`config.mk`:
```
export PLATFORM = sky130hd
export DESIGN_NAME = acq_fifo_ctrl
export DESIGN_NICKNAME = d
export VERILOG_FILES = /design/src/rtl/acq_pkg.sv /design/src/rtl/acq_fifo.sv /design/src/rtl/acq_start_gate.sv /design/src/rtl/acq_xfer_count.sv /design/src/rtl/acq_fifo_ctrl.sv
export SDC_FILE = /design/constraint.sdc
export NUM_CORES = 1
export LEC_CHECK = 0
export BUFFER_PORTS_ARGS = -buffer_cell sky130_fd_sc_hd__clkbuf_2
export CORE_MARGIN = 5
export CORE_UTILIZATION = 50
export CTS_BUF_LIST = sky130_fd_sc_hd__clkbuf_4 sky130_fd_sc_hd__clkbuf_8 sky130_fd_sc_hd__clkbuf_16
export CTS_CLUSTER_SIZE = 14
export DETAILED_ROUTE_END_ITERATION = 16
export PLACE_DENSITY = 0.7
export SYNTH_ARGS = -nofsm -noshare
export SYNTH_HDL_FRONTEND = slang
export SYNTH_SLANG_ARGS = --single-unit
```
`constraint.sdc`:
```
create_clock -name clk -period 10.5 [get_ports clk]
set_clock_uncertainty 0.15 [all_clocks]
set_input_delay 2.625 -clock clk [delete_from_list [all_inputs] [get_ports clk]]
set_output_delay 2.625 -clock clk [all_outputs]
set_load 0.005 [all_outputs]
```
`src/rtl/acq_pkg.sv`:
```
package acq_pkg;
  localparam logic [4:0] OFS_TRIG  = 5'h02;
  localparam logic [4:0] OFS_XCNT  = 5'h04;
  localparam logic [4:0] OFS_START = 5'h06;
  localparam logic [4:0] OFS_CLR   = 5'h08;
  localparam logic [4:0] OFS_DATA  = 5'h0A;
  localparam logic [4:0] OFS_TCCLR = 5'h0E;
  localparam logic [4:0] OFS_STAT  = 5'h12;

  typedef enum logic [1:0] {
    MODE_PLAIN0 = 2'd0,
    MODE_PLAIN1 = 2'd1,
    MODE_POST   = 2'd2,
    MODE_DELAY  = 2'd3
  } start_mode_e;

  // Packs the status word; bit positions are decoded by host software.
  function automatic logic [15:0] pack_status(input logic [1:0] id,
      input logic nonempty, input logic ovf, input logic eoa,
      input logic cal, input logic intr, input logic tc);
    logic [15:0] s;
    s = '0;
    s[0] = nonempty;
    s[3] = ovf;
    s[4] = eoa;
    s[5] = cal;
    s[6] = intr;
    s[7] = tc;
    s[9:8] = id;
    return s;
  endfunction

  // Level test used by both the interrupt and the DMA request logic.
  function automatic logic at_half(input int unsigned fill, input int unsigned depth);
    return fill >= depth / 2;
  endfunction
endpackage

```
`src/rtl/acq_fifo.sv`:
```
module acq_fifo #(
  parameter int W     = 16,
  parameter int DEPTH = 16
) (
  input  logic                        clk,
  input  logic                        rst_n,
  input  logic                        clr,
  input  logic                        push,
  input  logic [W-1:0]                din,
  input  logic                        pop,
  output logic [W-1:0]                dout,
  output logic [$clog2(DEPTH):0]      fill,
  output logic                        empty,
  output logic                        overflow
);
  localparam int AW = $clog2(DEPTH);

  logic [W-1:0]  mem [DEPTH];
  logic [AW-1:0] wr_ptr, rd_ptr;
  logic          full, push_ok, pop_ok, push_drop;

  assign full      = fill == (AW+1)'(DEPTH);
  assign empty     = fill == '0;
  assign push_ok   = push && !full;
  assign push_drop = push && full;
  assign pop_ok    = pop && !empty;
  assign dout      = mem[rd_ptr];

  always_ff @(posedge clk) begin
    if (push_ok && !clr) mem[wr_ptr] <= din;
  end

  always_ff @(posedge clk or negedge rst_n) begin
    if (!rst_n) begin
      wr_ptr <= '0; rd_ptr <= '0; fill <= '0; overflow <= 1'b0;
    end else if (clr) begin
      wr_ptr <= '0; rd_ptr <= '0; fill <= '0; overflow <= 1'b0;
    end else begin
      if (push_ok) wr_ptr <= wr_ptr + 1'b1;
      if (pop_ok)  rd_ptr <= rd_ptr + 1'b1;
      fill <= fill + (AW+1)'(push_ok) - (AW+1)'(pop_ok);
      if (push_drop) overflow <= 1'b1;
    end
  end

  a_r6_ovf_sticky: assert property (@(posedge clk) disable iff (!rst_n)
    overflow && !clr |=> overflow);
  a_r7_clr_empties: assert property (@(posedge clk) disable iff (!rst_n)
    clr |=> empty && !overflow);
  a_r6_fill_bound: assert property (@(posedge clk) disable iff (!rst_n)
    push_drop && !pop && !clr |=> fill == $past(fill));
endmodule

```
`src/rtl/acq_start_gate.sv`:
```
module acq_start_gate #(
  parameter int DELAY = 72
) (
  input  logic       clk,
  input  logic       rst_n,
  input  logic       clr,
  input  logic [1:0] mode,
  input  logic       hw_en,
  input  logic       sw_start,
  input  logic       ext_start,
  input  logic       smp_valid,
  output logic       store,
  output logic       running
);
  import acq_pkg::*;
  localparam int DW = $clog2(DELAY + 1);
  localparam logic [DW-1:0] DLY_INIT = DW'(DELAY);

  logic          ext_q, ext_rise, start_evt;
  logic [DW-1:0] dly_left;

  assign ext_rise  = ext_start && !ext_q;
  assign start_evt = sw_start || (hw_en && ext_rise);
  assign store     = running && smp_valid && dly_left == '0;

  always_ff @(posedge clk or negedge rst_n) begin
    if (!rst_n) begin
      ext_q <= 1'b0; running <= 1'b0; dly_left <= '0;
    end else begin
      ext_q <= ext_start;
      if (clr) begin
        running  <= 1'b0;
        dly_left <= '0;
      end else if (!running && start_evt) begin
        running  <= 1'b1;
        dly_left <= (start_mode_e'(mode) == MODE_DELAY) ? DLY_INIT : '0;
      end else if (running && smp_valid && dly_left != '0) begin
        dly_left <= dly_left - 1'b1;
      end
    end
  end

  a_r4_delay_load: assert property (@(posedge clk) disable iff (!rst_n)
    !clr && !running && start_evt && mode == 2'd3 |=> dly_left == DLY_INIT);
  a_r2_start_cause: assert property (@(posedge clk) disable iff (!rst_n)
    $rose(running) |-> $past(start_evt));
endmodule

```
`src/rtl/acq_xfer_count.sv`:
```
module acq_xfer_count #(
  parameter int CW = 16
) (
  input  logic          clk,
  input  logic          rst_n,
  input  logic          load,
  input  logic [CW-1:0] load_val,
  input  logic          dec,
  input  logic          tc_clr,
  input  logic          fifo_clr,
  output logic [CW-1:0] count,
  output logic          tc_flag,
  output logic          eoa_flag
);
  logic tc_hit;
  assign tc_hit = dec && count == CW'(1);

  always_ff @(posedge clk or negedge rst_n) begin
    if (!rst_n) begin
      count <= '0; tc_flag <= 1'b0; eoa_flag <= 1'b0;
    end else begin
      if (load)                      count <= load_val;
      else if (dec && count != '0)   count <= count - 1'b1;
      if (tc_hit)      tc_flag <= 1'b1;
      else if (tc_clr) tc_flag <= 1'b0;
      if (tc_hit)        eoa_flag <= 1'b1;
      else if (fifo_clr) eoa_flag <= 1'b0;
    end
  end

  a_r8_tc_cause: assert property (@(posedge clk) disable iff (!rst_n)
    $rose(tc_flag) |-> $past(dec && count == CW'(1)));
  a_r9_tc_clear: assert property (@(posedge clk) disable iff (!rst_n)
    tc_clr && !tc_hit |=> !tc_flag);
endmodule

```
`src/rtl/acq_fifo_ctrl.sv`:
```
module acq_fifo_ctrl #(
  parameter int         W        = 16,
  parameter int         DEPTH    = 16,
  parameter int         DELAY    = 72,
  parameter logic [1:0] BOARD_ID = 2'd1
) (
  input  logic        clk,
  input  logic        rst_n,
  input  logic        smp_valid,
  input  logic [15:0] smp_data,
  input  logic        ext_start,
  input  logic        conv_cal_busy,
  input  logic        bus_wr,
  input  logic        bus_rd,
  input  logic [4:0]  bus_addr,
  input  logic [15:0] bus_wdata,
  output logic [15:0] bus_rdata,
  output logic        irq,
  output logic        dma_req
);
  import acq_pkg::*;
  localparam int FW = $clog2(DEPTH) + 1;

  // Register fields
  logic [1:0] trig_mode;
  logic       trig_hw_en;
  logic       dma_en, fifo_ie, half_sel, tc_ie, demand;

  // Named internal events
  logic wr_trig, wr_xcnt, wr_start, wr_clr, wr_tcclr, wr_ctrl, rd_data;
  logic store, running, fifo_empty, fifo_ovf, tc_flag, eoa_flag, half;
  logic [FW-1:0] fill;
  logic [W-1:0]  fifo_dout;
  logic [15:0]   xcnt;

  assign wr_trig  = bus_wr && bus_addr == OFS_TRIG;
  assign wr_xcnt  = bus_wr && bus_addr == OFS_XCNT;
  assign wr_start = bus_wr && bus_addr == OFS_START;
  assign wr_clr   = bus_wr && bus_addr == OFS_CLR;
  assign wr_tcclr = bus_wr && bus_addr == OFS_TCCLR;
  assign wr_ctrl  = bus_wr && bus_addr == OFS_STAT;
  assign rd_data  = bus_rd && bus_addr == OFS_DATA;

  always_ff @(posedge clk or negedge rst_n) begin
    if (!rst_n) begin
      trig_mode <= '0; trig_hw_en <= 1'b0;
      dma_en <= 1'b0; fifo_ie <= 1'b0; half_sel <= 1'b0;
      tc_ie <= 1'b0; demand <= 1'b0;
    end else begin
      if (wr_trig) begin
        trig_mode  <= bus_wdata[1:0];
        trig_hw_en <= bus_wdata[4];
      end
      if (wr_ctrl) begin
        dma_en   <= bus_wdata[3];
        fifo_ie  <= bus_wdata[8];
        half_sel <= bus_wdata[9];
        tc_ie    <= bus_wdata[11];
        demand   <= bus_wdata[12];
      end
    end
  end

  acq_start_gate #(.DELAY(DELAY)) u_gate (
    .clk(clk), .rst_n(rst_n), .clr(wr_clr), .mode(trig_mode),
    .hw_en(trig_hw_en), .sw_start(wr_start), .ext_start(ext_start),
    .smp_valid(smp_valid), .store(store), .running(running));

  acq_fifo #(.W(W), .DEPTH(DEPTH)) u_fifo (
    .clk(clk), .rst_n(rst_n), .clr(wr_clr), .push(store),
    .din(W'(smp_data)), .pop(rd_data), .dout(fifo_dout), .fill(fill),
    .empty(fifo_empty), .overflow(fifo_ovf));

  acq_xfer_count #(.CW(16)) u_xcnt (
    .clk(clk), .rst_n(rst_n), .load(wr_xcnt), .load_val(bus_wdata),
    .dec(rd_data && !fifo_empty && dma_en), .tc_clr(wr_tcclr),
    .fifo_clr(wr_clr), .count(xcnt), .tc_flag(tc_flag), .eoa_flag(eoa_flag));

  assign half    = at_half(int'(fill), DEPTH);
  assign irq     = (fifo_ie && (half_sel ? half : !fifo_empty)) || (tc_ie && tc_flag);
  assign dma_req = dma_en && xcnt != '0 && (demand ? !fifo_empty : half);

  always_comb begin
    case (bus_addr)
      OFS_STAT: bus_rdata = pack_status(BOARD_ID, !fifo_empty, fifo_ovf,
                                        eoa_flag, conv_cal_busy, irq, tc_flag);
      OFS_DATA: bus_rdata = 16'(fifo_dout);
      OFS_TRIG: bus_rdata = {11'd0, trig_hw_en, 2'd0, trig_mode};
      OFS_XCNT: bus_rdata = xcnt;
      default:  bus_rdata = 16'd0;
    endcase
  end

  a_r11_dma_has_data: assert property (@(posedge clk) disable iff (!rst_n)
    dma_req |-> !fifo_empty);
  a_r7_clr_stops: assert property (@(posedge clk) disable iff (!rst_n)
    wr_clr |=> !running && !eoa_flag);
  a_r2_idle_no_store: assert property (@(posedge clk) disable iff (!rst_n)
    !running |-> !store);
endmodule

```
---- Word-level counts from Yosys, hierarchy flattened ----
Memories as Yosys holds them, arrays and structs flattened.
Index checks and enable logic that the tools add are counted.
operators by class
  reduce and logical (&&, ||, !) cells .... 43
  mux-type cells .......................... 24
  add/sub/neg operators ................... 6
  eq/ne operators ......................... 10
  $lt $le $gt $ge ......................... 1
operators by type and width
  kind                     count
  $pmux W16 S4             1
  $mux W16                 2
  $mux W7                  4
  $logic_and A1 B1 Y1      24
  $eq A16 B1 Y1 const B    1
  $mux W4                  4
  $reduce_bool A16 Y1      1
  $sub A16 B1 Y16 const B  1
  $eq A5 B4 Y1 const B     3
  $reduce_bool A2 Y1       7
  $mux W1                  12
  $eq A5 B3 Y1 const B     2
  $eq A5 B5 Y1 const B     2
  $add A4 B1 Y4 const B    2
  $logic_not A7 Y1         1
  $reduce_bool A7 Y1       1
  $sub A7 B1 Y7 const B    1
  $add A5 B1 Y5            1
  $eq A5 B2 Y1 const B     1
  $ge A5 B4 Y1 const B     1
  $logic_not A1 Y1         5
  $logic_not A5 Y1         1
  $mux W5                  1
  $sub A5 B1 Y5            1
  3 further kinds          4
word-level totals
  logic and storage cells ................. 102
  bits of input ports ..................... 44
  memories kept ........................... 1
  register bits after elaboration ......... 49
  memory bits (writable) .................. 256
  output and inout port bits .............. 18
memory list
  memory      depth  bits a word  rd ports  clocked after memory_dff  wr ports  RTL line        text
  u_fifo.mem  16     16           1         0                         1         acq_fifo.sv:18  logic [W-1:0] mem [DEPTH];

---- Logic depth before layout (Yosys ltp) ----
Gate-level depths: netlist (run 1).
  word-level depth ........................ 7
  mapped depth ............................ 15
  depth with buffers taken out ............ 14

---- By module ----
A second synthesis (run 1) with hierarchy kept.
unflattened totals
  cell total of the unflattened synthesis .. 819
  area total of the unflattened synthesis .. 13361.6 um^2
modules (own cells, without submodules)
  module          seq. area each (um^2)  area each (um^2)  instances  cells each
  acq_fifo        8037.7                 11000.6           1          571
  acq_xfer_count  450.4                  1076.0            1          120
  acq_fifo_ctrl   200.2                  779.5             1          78
  acq_start_gate  225.2                  505.5             1          50

---- Worst setup path after synthesis (run 1) ----
Ideal clock, no wire load.
  path kind ............................... input -> output
  start point ............................. input bus_addr[0]
  end point ............................... output bus_rdata[8]
  path slack .............................. 3928 ps
  stages .................................. 5
  path buffers ............................ 1
  arrival ................................. 3797 ps
  required time ........................... 7725 ps
  path through ............................ nor4b_2 -> and2_1 -> clkbuf_1 -> a221oi_1 -> nand3_1
on the way
  longest elaborated chain between the ends .. 2
  elaborated cells on any way between the ends .. 5
  those cells by class .................... eq/ne: 4; mux: 1
RTL lines
  element                               RTL line             text
  start, declared                       acq_fifo_ctrl.sv:15  input logic [4:0] bus_addr,
  $eq A5 B3 Y1 (tied with other cells)  acq_fifo_ctrl.sv:84  case (bus_addr)
  $pmux W16 S4 *                        acq_fifo_ctrl.sv:84
  end, declared                         acq_fifo_ctrl.sv:17  output logic [15:0] bus_rdata,
Every way passes the cells marked *; elsewhere a longest branch is shown, timed or not.

---- Worst setup path after layout (run 1) ----
  start point ............................. input bus_addr[0]
  end point ............................... output bus_rdata[4]
The elaborated chain is that of the path after synthesis.

==> impl_summary.log, run 1 <==
[metrics] Final #Nets: 906
[metrics] mean routed wirelength per cell: 24.4 µm
[metrics] total power divided by cell area: 214 nW/µm²
[metrics] Yosys warning total: 0
[metrics] Post-CTS Hold Fix Bufs: 0
[metrics] vias in the first global route: 7,253
[metrics] Buffers on Ports: 61
[metrics] WP data arrival: 4860 ps
[metrics] commonest non-fill, non-tap cells in the layout: 256 x edfxtp_1, 62 x mux4_2, 61 x clkbuf_2
[metrics] number of hold-slack violations in the final timing report: 0
[metrics] reg2reg start: u_gate.dly_left[2]$_DFFE_PN0P_
[metrics] min-delay worst type: reg -> reg
[metrics] Slowest Stage Delay on Critical Path: 640 ps
[metrics] number of buffers between clock root and the deepest sink: 3
[metrics] area of the die: 28,900 µm²
[metrics] most frequent cell on the critical path: clkbuf_2
[metrics] wirelength, routed: 29.2 mm
[metrics] effective utilization at floorplan: 50.9%
[metrics] Die Wd: 170 µm
[metrics] # clock sinks: 305
[metrics] floorplan row count: 58
[metrics] Critical Path Start: bus_addr[0]
[metrics] remaining global-route overflow: 0
[metrics] Initial DRT Pass Iterations: 6
[metrics] overall track demand over capacity in global routing: 20.4%
[metrics] Max Cap Viol: 0
[metrics] growth of design area from synthesis to finish: 14.0%
[metrics] maximum number of pins on one net before global-route repair: 59
[metrics] critical path peak fanout: 13
[metrics] clock root buffer: clkbuf_16
[metrics] remaining design rule violation count: 0
[metrics] final weighted congestion in routability-driven placement: 0.864
[metrics] floorplan die height: 170 µm
[metrics] vias per std cell: 6.04
[metrics] outcome: finished, final reports clean
[metrics] element type at the critical path start: input port
[metrics] setup repair after global routing missed its margin: false
[metrics] Cells after DPL: 1,143
[metrics] leading cell type in the layout, fill and taps excluded: edfxtp_1
[metrics] mean instance size in the synthesized netlist: 16.8 µm²
[metrics] Critical-path top delay cell: nand2_1
[metrics] clock latency at the later pin of the worst-skew pair: 550 ps
[metrics] Buf/Inv on CP: 2
[metrics] Max Transition Viols Final: 0
[metrics] ordered cell list for the critical path: clkbuf_2, nand2b_1, nor3_1, nand2_1, o22ai_1, a311o_1, clkbuf_2
[metrics] total number of vias: 7,231
[metrics] post-CTS resize count: 0
[metrics] number of antenna violations at the first check in global routing: 1
[metrics] #FFs+latches synth: 305
[metrics] shortest period the worst path allows: 7630 ps
[metrics] final total power: 3.13 mW
[metrics] synthesized net count: 825
[metrics] normalized max-slew margin: 27.1%
[metrics] H-tree depth: 1
[metrics] setup TNS after final layout: 0 ps
[metrics] maximum resistive drop on vdd: 0.138 mV
[metrics] critical hold path startpoint: tc_ie$_DFFE_PN0P_
[metrics] Final setup viols: 0
[metrics] leading register cell type out of synthesis: edfxtp_1
[metrics] number of standard cells in the final layout excluding fillers: 1,198
[metrics] final clock period utilization by the worst path: 72.7%
[metrics] ratio of cells with drive above 1 in the final layout: 26.8%
[metrics] Post CTS Setup Buffer Count: 0
[metrics] async set-reset flop share out of synthesis: 16.1%
[metrics] Final HPWL DP: 18.1 mm
[metrics] count of mapped cells out of synthesis: 764
[metrics] Req. time, crit path: 7730 ps
[metrics] Iteration-0 DRC Markers: 814
[metrics] post-synth cell types: 59
[metrics] ant diodes: 0
[metrics] share of the yosys chip area belonging to registers: 69.5%
[metrics] largest delay contributor family on the critical path: simple AND/OR/NAND/NOR gates
[metrics] global-route wire length before repair: 44.5 mm
[metrics] clock tree from TritonCTS: done
[metrics] worst setup path category: in -> out
[metrics] number of ports placed on the die boundary: 62
[metrics] actual slew at the worst max-slew pin: 1090 ps
[metrics] number of synthesized flops with an enable pin: 256
[metrics] CORE AREA: 25,200 µm²
[metrics] critical path capture point type: output port
[metrics] total clock buffers created by CTS: 30
[metrics] static leakage power: 5.02 nW
[metrics] Mapped Area: 12,800 µm²
[metrics] DRT antenna net count: 0
[metrics] Max Freq: 131 MHz
[metrics] clock-pin transition on the worst setup and hold timing paths: 60 ps
==> area by class of cell <==
class                   instances  area, µm²
repair buffers                 83        470
inverters                      24       90.1
fillers                      1888      10600
multi-input cells             401       3720
clock buffers                  37        821
well taps                     330        413
clock inverters                18        185
flip-flops and latches        305       8920
==> Yosys cell counts, types with 2 or more instances <==
cell      number  share of area [%]
edfxtp_1     256                 60
mux4_2        62                 11
nor2_1        58                1.7
dfrtp_1       49                9.6
nand2_1       35                1.0
inv_1         24               0.70
mux2i_1       23                1.8
o21ai_0       21               0.82
a21oi_1       19               0.74
clkbuf_1      18               0.53
ha_1          16                1.6
buf_2         13               0.51
nor3_1        13               0.51
nand3_1       11               0.43
a22oi_1       10               0.59
mux2_2        10               0.88
nand4_1        8               0.39
o211ai_1       7               0.41
xnor2_1        7               0.48
xor2_1         7               0.48
and3_1         6               0.29
nor2b_1        6               0.29
nor4_1         6               0.29
a221oi_1       5               0.34
nand2b_1       5               0.24
or3_1          5               0.24
a211oi_1       4               0.23
a31oi_1        4               0.20
and2_1         4               0.20
or2_2          4               0.20
a21boi_1       3               0.18
a221o_1        3               0.23
a22o_1         3               0.20
buf_1          3              0.088
o22ai_1        3               0.15
or4_4          3               0.26
a21boi_0       2               0.12
and3b_1        2               0.14
nand4b_1       2               0.14
nor4b_1        2               0.14
nor4bb_1       2               0.16
o21a_1         2               0.12
o221a_2        2               0.18
==> final timing paths <==
path / slack (ps) / endpoint / depth (start not counted)
max in group asynchronous: 7680 / u_fifo.rd_ptr[0]$_DFFE_PN0P_ / 2
min in group asynchronous: 2040 / u_gate.dly_left[0]$_DFFE_PN0P_ / 2
worst min-delay path: 370 / tc_ie$_DFFE_PN0P_ / 1
worst max register to register: 7040 / u_fifo.mem[12][10]$_DFFE_PP_ / 6
worst max-delay path: 2870 / bus_rdata[4] / 7
worst min register to register: 370 / tc_ie$_DFFE_PN0P_ / 1
==> per-stage QoR <==
step / setup slack (ps) / hold slack (ps) / util [%] / area, µm²
floorplan: 3930 / 317 / - / 12800
global placement: 3110 / 353 / 54.0 / 13600
detailed placement: 2990 / 356 / 54.0 / 13600
CTS: 2970 / 370 / 58.0 / 14600
global route: 2780 / 386 / 58.0 / 14600
finish: 2870 / 372 / 58.0 / 14600
==> metal layers <==
| metal | GRT usage [%] | part of all wire, % |
|---|---|---|
| met3 | 4.23 | 9.0 |
| met1 | 29.5 | 41 |
| met4 | 5.73 | 3.0 |
| met5 | 0 | 0.044 |
| met2 | 32.1 | 47 |
==> flip-flops by register name, summed over array words and instances, names as in the netlist, 2 cells and up <==
name             flops
u_fifo.mem         256
u_xcnt.count        16
u_gate.dly_left      7
u_fifo.fill          5
u_fifo.rd_ptr        4
u_fifo.wr_ptr        4
trig_mode            2
==> worst register-to-register path, stage by stage (launching register included) <==
cell	delay [ps]
dfrtp_1	420
nor4_1	560
and4b_1	490
nor2b_1	290
nand2_1	190
nor2_1	690
buf_4	360
==> power by group <==
part | internal [mW] | switching, mW
logic | 0.294 | 0.257
registers | 1.38 | 0.115
clock network | 0.650 | 0.437
total | 2.32 | 0.809
==> cell families after synthesis <==
group / synth area share (%)
muxes: 13.6
and+or+nand+nor: 7.31
DFF: 69.5
AOI/OAI and AO/OA: 5.09
buffers and inverters: 1.83
adders and majority gates: 1.72
xor gates and xnor gates: 0.956
Power figures use the tool's default switching activity.
==> inputs of run 2 (changes only) <==
Settings changed: ABC_AREA set to 1, PLACE_DENSITY 0.7 to 0.73.
Clock period 10.5 ns to 6.12 ns, I/O delays scaled along.
==> run 2 against run 1 <==
Effect of this change: cell count rose by 47%; global-route usage rose by 0.43 points; clock power rose by 67%; critical path type is now reg -> out; largest power group unchanged.
==> impl_summary.log, run 2 <==
[metrics] Max Cap Viol: 0 (unchanged)
[metrics] Yosys top cell area share: 56.0% (-4.0 points)
[metrics] #FFs+latches synth: 305 (unchanged)
[metrics] Req. time, crit path: 4440 ps (-3290 ps)
[metrics] top cell types by occurrence after synthesis: 421 x nand2_1, 256 x edfxtp_1, 197 x nand3_1
[metrics] critical path capture point type: output port
[metrics] global-route wire length before repair: 50.9 mm (+15%)
[metrics] final clock period utilization by the worst path: 76.9%
[metrics] Most flops, register: u_fifo.mem
[metrics] final weighted congestion in routability-driven placement: 0.865 (+0.15%)
[metrics] floorplan row count: 60 (+3.4%)
[metrics] Final #Nets: 1,461 (+61%)
[metrics] maximum number of pins on one net before global-route repair: 87 (+47%)
[metrics] ratio of cells with drive above 1 in the final layout: 11.7% (-15 points)
[metrics] # clock sinks: 305 (unchanged)
[metrics] synthesized net count: 1,416 (+72%)
[metrics] normalized max-slew margin: 26.7% (-0.37 points)
[metrics] post-CTS resize count: 0 (unchanged)
[metrics] vias per std cell: 5.55 (-8.0%)
[metrics] CORE AREA: 27,000 µm² (+7.3%)
[metrics] Iteration-0 DRC Markers: 1,097 (+35%)
[metrics] async set-reset flop share out of synthesis: 16.1% (unchanged)
[metrics] number of hold-slack violations in the final timing report: 0 (unchanged)
[metrics] worst path setup slack after routing: 1410 ps (-1460 ps)
[metrics] top post-synthesis cells by area: edfxtp_1 56%, nand2_1 12%, dfrtp_1 8.9%
[metrics] mean instance size in the synthesized netlist: 10.1 µm² (-40%)
[metrics] leading register cell type out of synthesis: edfxtp_1
[metrics] actual slew at the worst max-slew pin: 1100 ps (+4.39 ps)
[metrics] remaining global-route overflow: 0 (unchanged)
[metrics] Hold Worst Slack: 340 ps (-32.0 ps)
[metrics] count of mapped cells out of synthesis: 1,355 (+77%)
[metrics] clock root buffer: clkbuf_16
[metrics] Max Freq: 212 MHz
[metrics] number of ports placed on the die boundary: 62 (unchanged)
[metrics] share of the yosys chip area belonging to registers: 64.9% (-4.7 points)
[metrics] shortest period the worst path allows: 4710 ps
[metrics] clock tree from TritonCTS: done
[metrics] leading cell type in the layout, fill and taps excluded: nand2_1
[metrics] WP data arrival: 3030 ps (-1830 ps)
[metrics] number of buffers between clock root and the deepest sink: 3 (unchanged)
[metrics] outcome: finished, final reports clean
[metrics] final standard cell area without fillers: 15,300 µm² (+4.6%)
[metrics] remaining design rule violation count: 0 (unchanged)
[metrics] effective utilization at floorplan: 50.8% (-0.071 points)
[metrics] H-tree depth: 1 (unchanged)
[metrics] wirelength, routed: 32.8 mm (+12%)
[metrics] mean routed wirelength per cell: 18.6 µm (-24%)
[metrics] area of placed instances: 14,300 µm² (+5.1%)
[metrics] post-synth cell types: 38 (-36%)
[metrics] number of synthesized flops with an enable pin: 256 (unchanged)
[metrics] Placement Setup Slack: 1560 ps (-1430 ps)
[metrics] max reg flops: 256 (unchanged)
[metrics] Max Transition Viols Final: 0 (unchanged)
[metrics] Filler Cell Count: 2,289 (+21%)
[metrics] Mapped Area: 13,700 µm² (+7.2%)
[metrics] total number of vias: 9,798 (+35%)
[metrics] setup TNS after final layout: 0 ps (unchanged)
[metrics] area of the die: 30,900 µm² (+6.7%)
[metrics] final total power: 5.88 mW (+88%)
[metrics] static leakage power: 6.18 nW (+23%)
[metrics] Buffers on Ports: 61 (unchanged)
[metrics] cell taking the most area after synthesis: edfxtp_1
[metrics] Util after Layout: 56.5% (-1.5 points)
[metrics] Yosys warning total: 0 (unchanged)
[metrics] Final setup viols: 0 (unchanged)
[metrics] largest registers in the final layout: u_fifo.mem x256, u_xcnt.count x16, u_gate.dly_left x7
[metrics] clock-pin transition on the worst setup and hold timing paths: 60 ps (about the same)
[metrics] clock latency at the later pin of the worst-skew pair: 570 ps (+20 ps)
[metrics] worst setup path category: reg -> out
[metrics] setup repair after global routing missed its margin: false
[metrics] commonest non-fill, non-tap cells in the layout: 421 x nand2_1, 256 x edfxtp_1, 197 x nand3_1
[metrics] critical path peak fanout: 51 (+38)
[metrics] most used standard cell by instance count after synthesis: nand2_1
[metrics] element type at the critical path start: flop
[metrics] Cells after DPL: 1,708 (+49%)
[metrics] vias in the first global route: 9,289 (+28%)
[metrics] floorplan die height: 176 µm (+3.3%)
[metrics] Post-CTS Hold Fix Bufs: 0 (unchanged)
[metrics] overall track demand over capacity in global routing: 20.9% (+0.43 points)
[metrics] total clock buffers created by CTS: 31 (+3.3%)
[metrics] DRT antenna net count: 0 (unchanged)
[metrics] min-delay worst type: reg -> reg
[metrics] Die Wd: 176 µm (+3.3%)
[metrics] Post CTS Setup Buffer Count: 0 (unchanged)
[metrics] Final HPWL DP: 20.6 mm (+14%)
[metrics] number of standard cells in the final layout excluding fillers: 1,765 (+47%)
[metrics] Initial DRT Pass Iterations: 5 (-1)
[metrics] number of antenna violations at the first check in global routing: 1 (unchanged)
[metrics] maximum resistive drop on vdd: 0.279 mV (+100%)
[metrics] growth of design area from synthesis to finish: 11.2%
[metrics] total power divided by cell area: 385 nW/µm² (+80%)
## run 2: cell count changes in the layout (fill, tap and decap cells not counted), moves of 8 or more
| cell | change |
|---|---|
| mux2i_1 | -23 |
| o211ai_1 | +20 |
| a22oi_1 | -10 |
| buf_4 | -11 |
| nor2_2 | +17 |
| o21ai_0 | +28 |
| nor2_1 | +43 |
| nand3_1 | +186 |
| nand2_1 | +386 |
| inv_2 | +8 |
| mux4_2 | -62 |
| inv_1 | +62 |
| mux2_2 | -8 |
## run 2: worst max-delay path, stage by stage, from the launching register on
cell and delay (ps):
dfrtp_1 380, inv_2 730, buf_4 490, o211ai_1 210
nand3_1 180, nand3_1 80, nand2_1 130, nand2_1 70
nand2_1 70, clkbuf_2 110
## run 2: worst paths after layout
check | startpoint | end | slack (ps) | cells past startpoint
worst max-delay path | u_fifo.rd_ptr[1]$_DFFE_PN0P_ | bus_rdata[14] | 1410 | 9
worst min-delay path | fifo_ie$_DFFE_PN0P_ | fifo_ie$_DFFE_PN0P_ | 340 | 2
worst max register to register | u_gate.dly_left[0]$_DFFE_PN0P_ | u_fifo.mem[11][7]$_DFFE_PP_ | 3110 | 8
worst min register to register | fifo_ie$_DFFE_PN0P_ | fifo_ie$_DFFE_PN0P_ | 340 | 2
max in group asynchronous | rst_n | u_fifo.rd_ptr[0]$_DFFE_PN0P_ | 4370 | 2
min in group asynchronous | rst_n | trig_mode[0]$_DFFE_PN0P_ | 940 | 2
## run 2: report_power, final
| group | internal [mW] | switching (mW) |
|---|---|---|
| sequential | 2.37 | 0.114 |
| clock | 1.04 | 0.780 |
| combinational | 0.478 | 1.10 |
## run 2: area by class of cell
type,instances,area (µm²),area share (%)
sequential,305,8920,58.4
multi-input combinational,894,4210,27.6
tap,341,427,2.79
inverter,96,360,2.36
clock buffer,37,821,5.37
timing repair buffer,72,388,2.54
clock inverter,19,156,1.02
antenna,1,2.50,0.0164
## run 2: layer usage
metal | track usage [%] | up-vias | wire [µm]
met5 | 0 | - | 13
met4 | 6.47 | 2 | 1060
met3 | 3.44 | 78 | 2400
met2 | 34.5 | 357 | 15800
met1 | 28.6 | 4686 | 13500
li1 | - | 4675 | -
## run 2: kinds of logic (layout without fill, tap and decap cells)
logic type | Yosys count | count (layout) | synth area share [%]
fa+ha+maj | 17 | 17 | 1.60
other cells | 0 | 1 | 0
flops | 305 | 305 | 64.9
mux | 2 | 2 | 0.164
simple gates | 764 | 764 | 23.6
compound gates | 98 | 98 | 4.13
buf+inv | 156 | 224 | 4.77
xor+xnor | 13 | 13 | 0.829
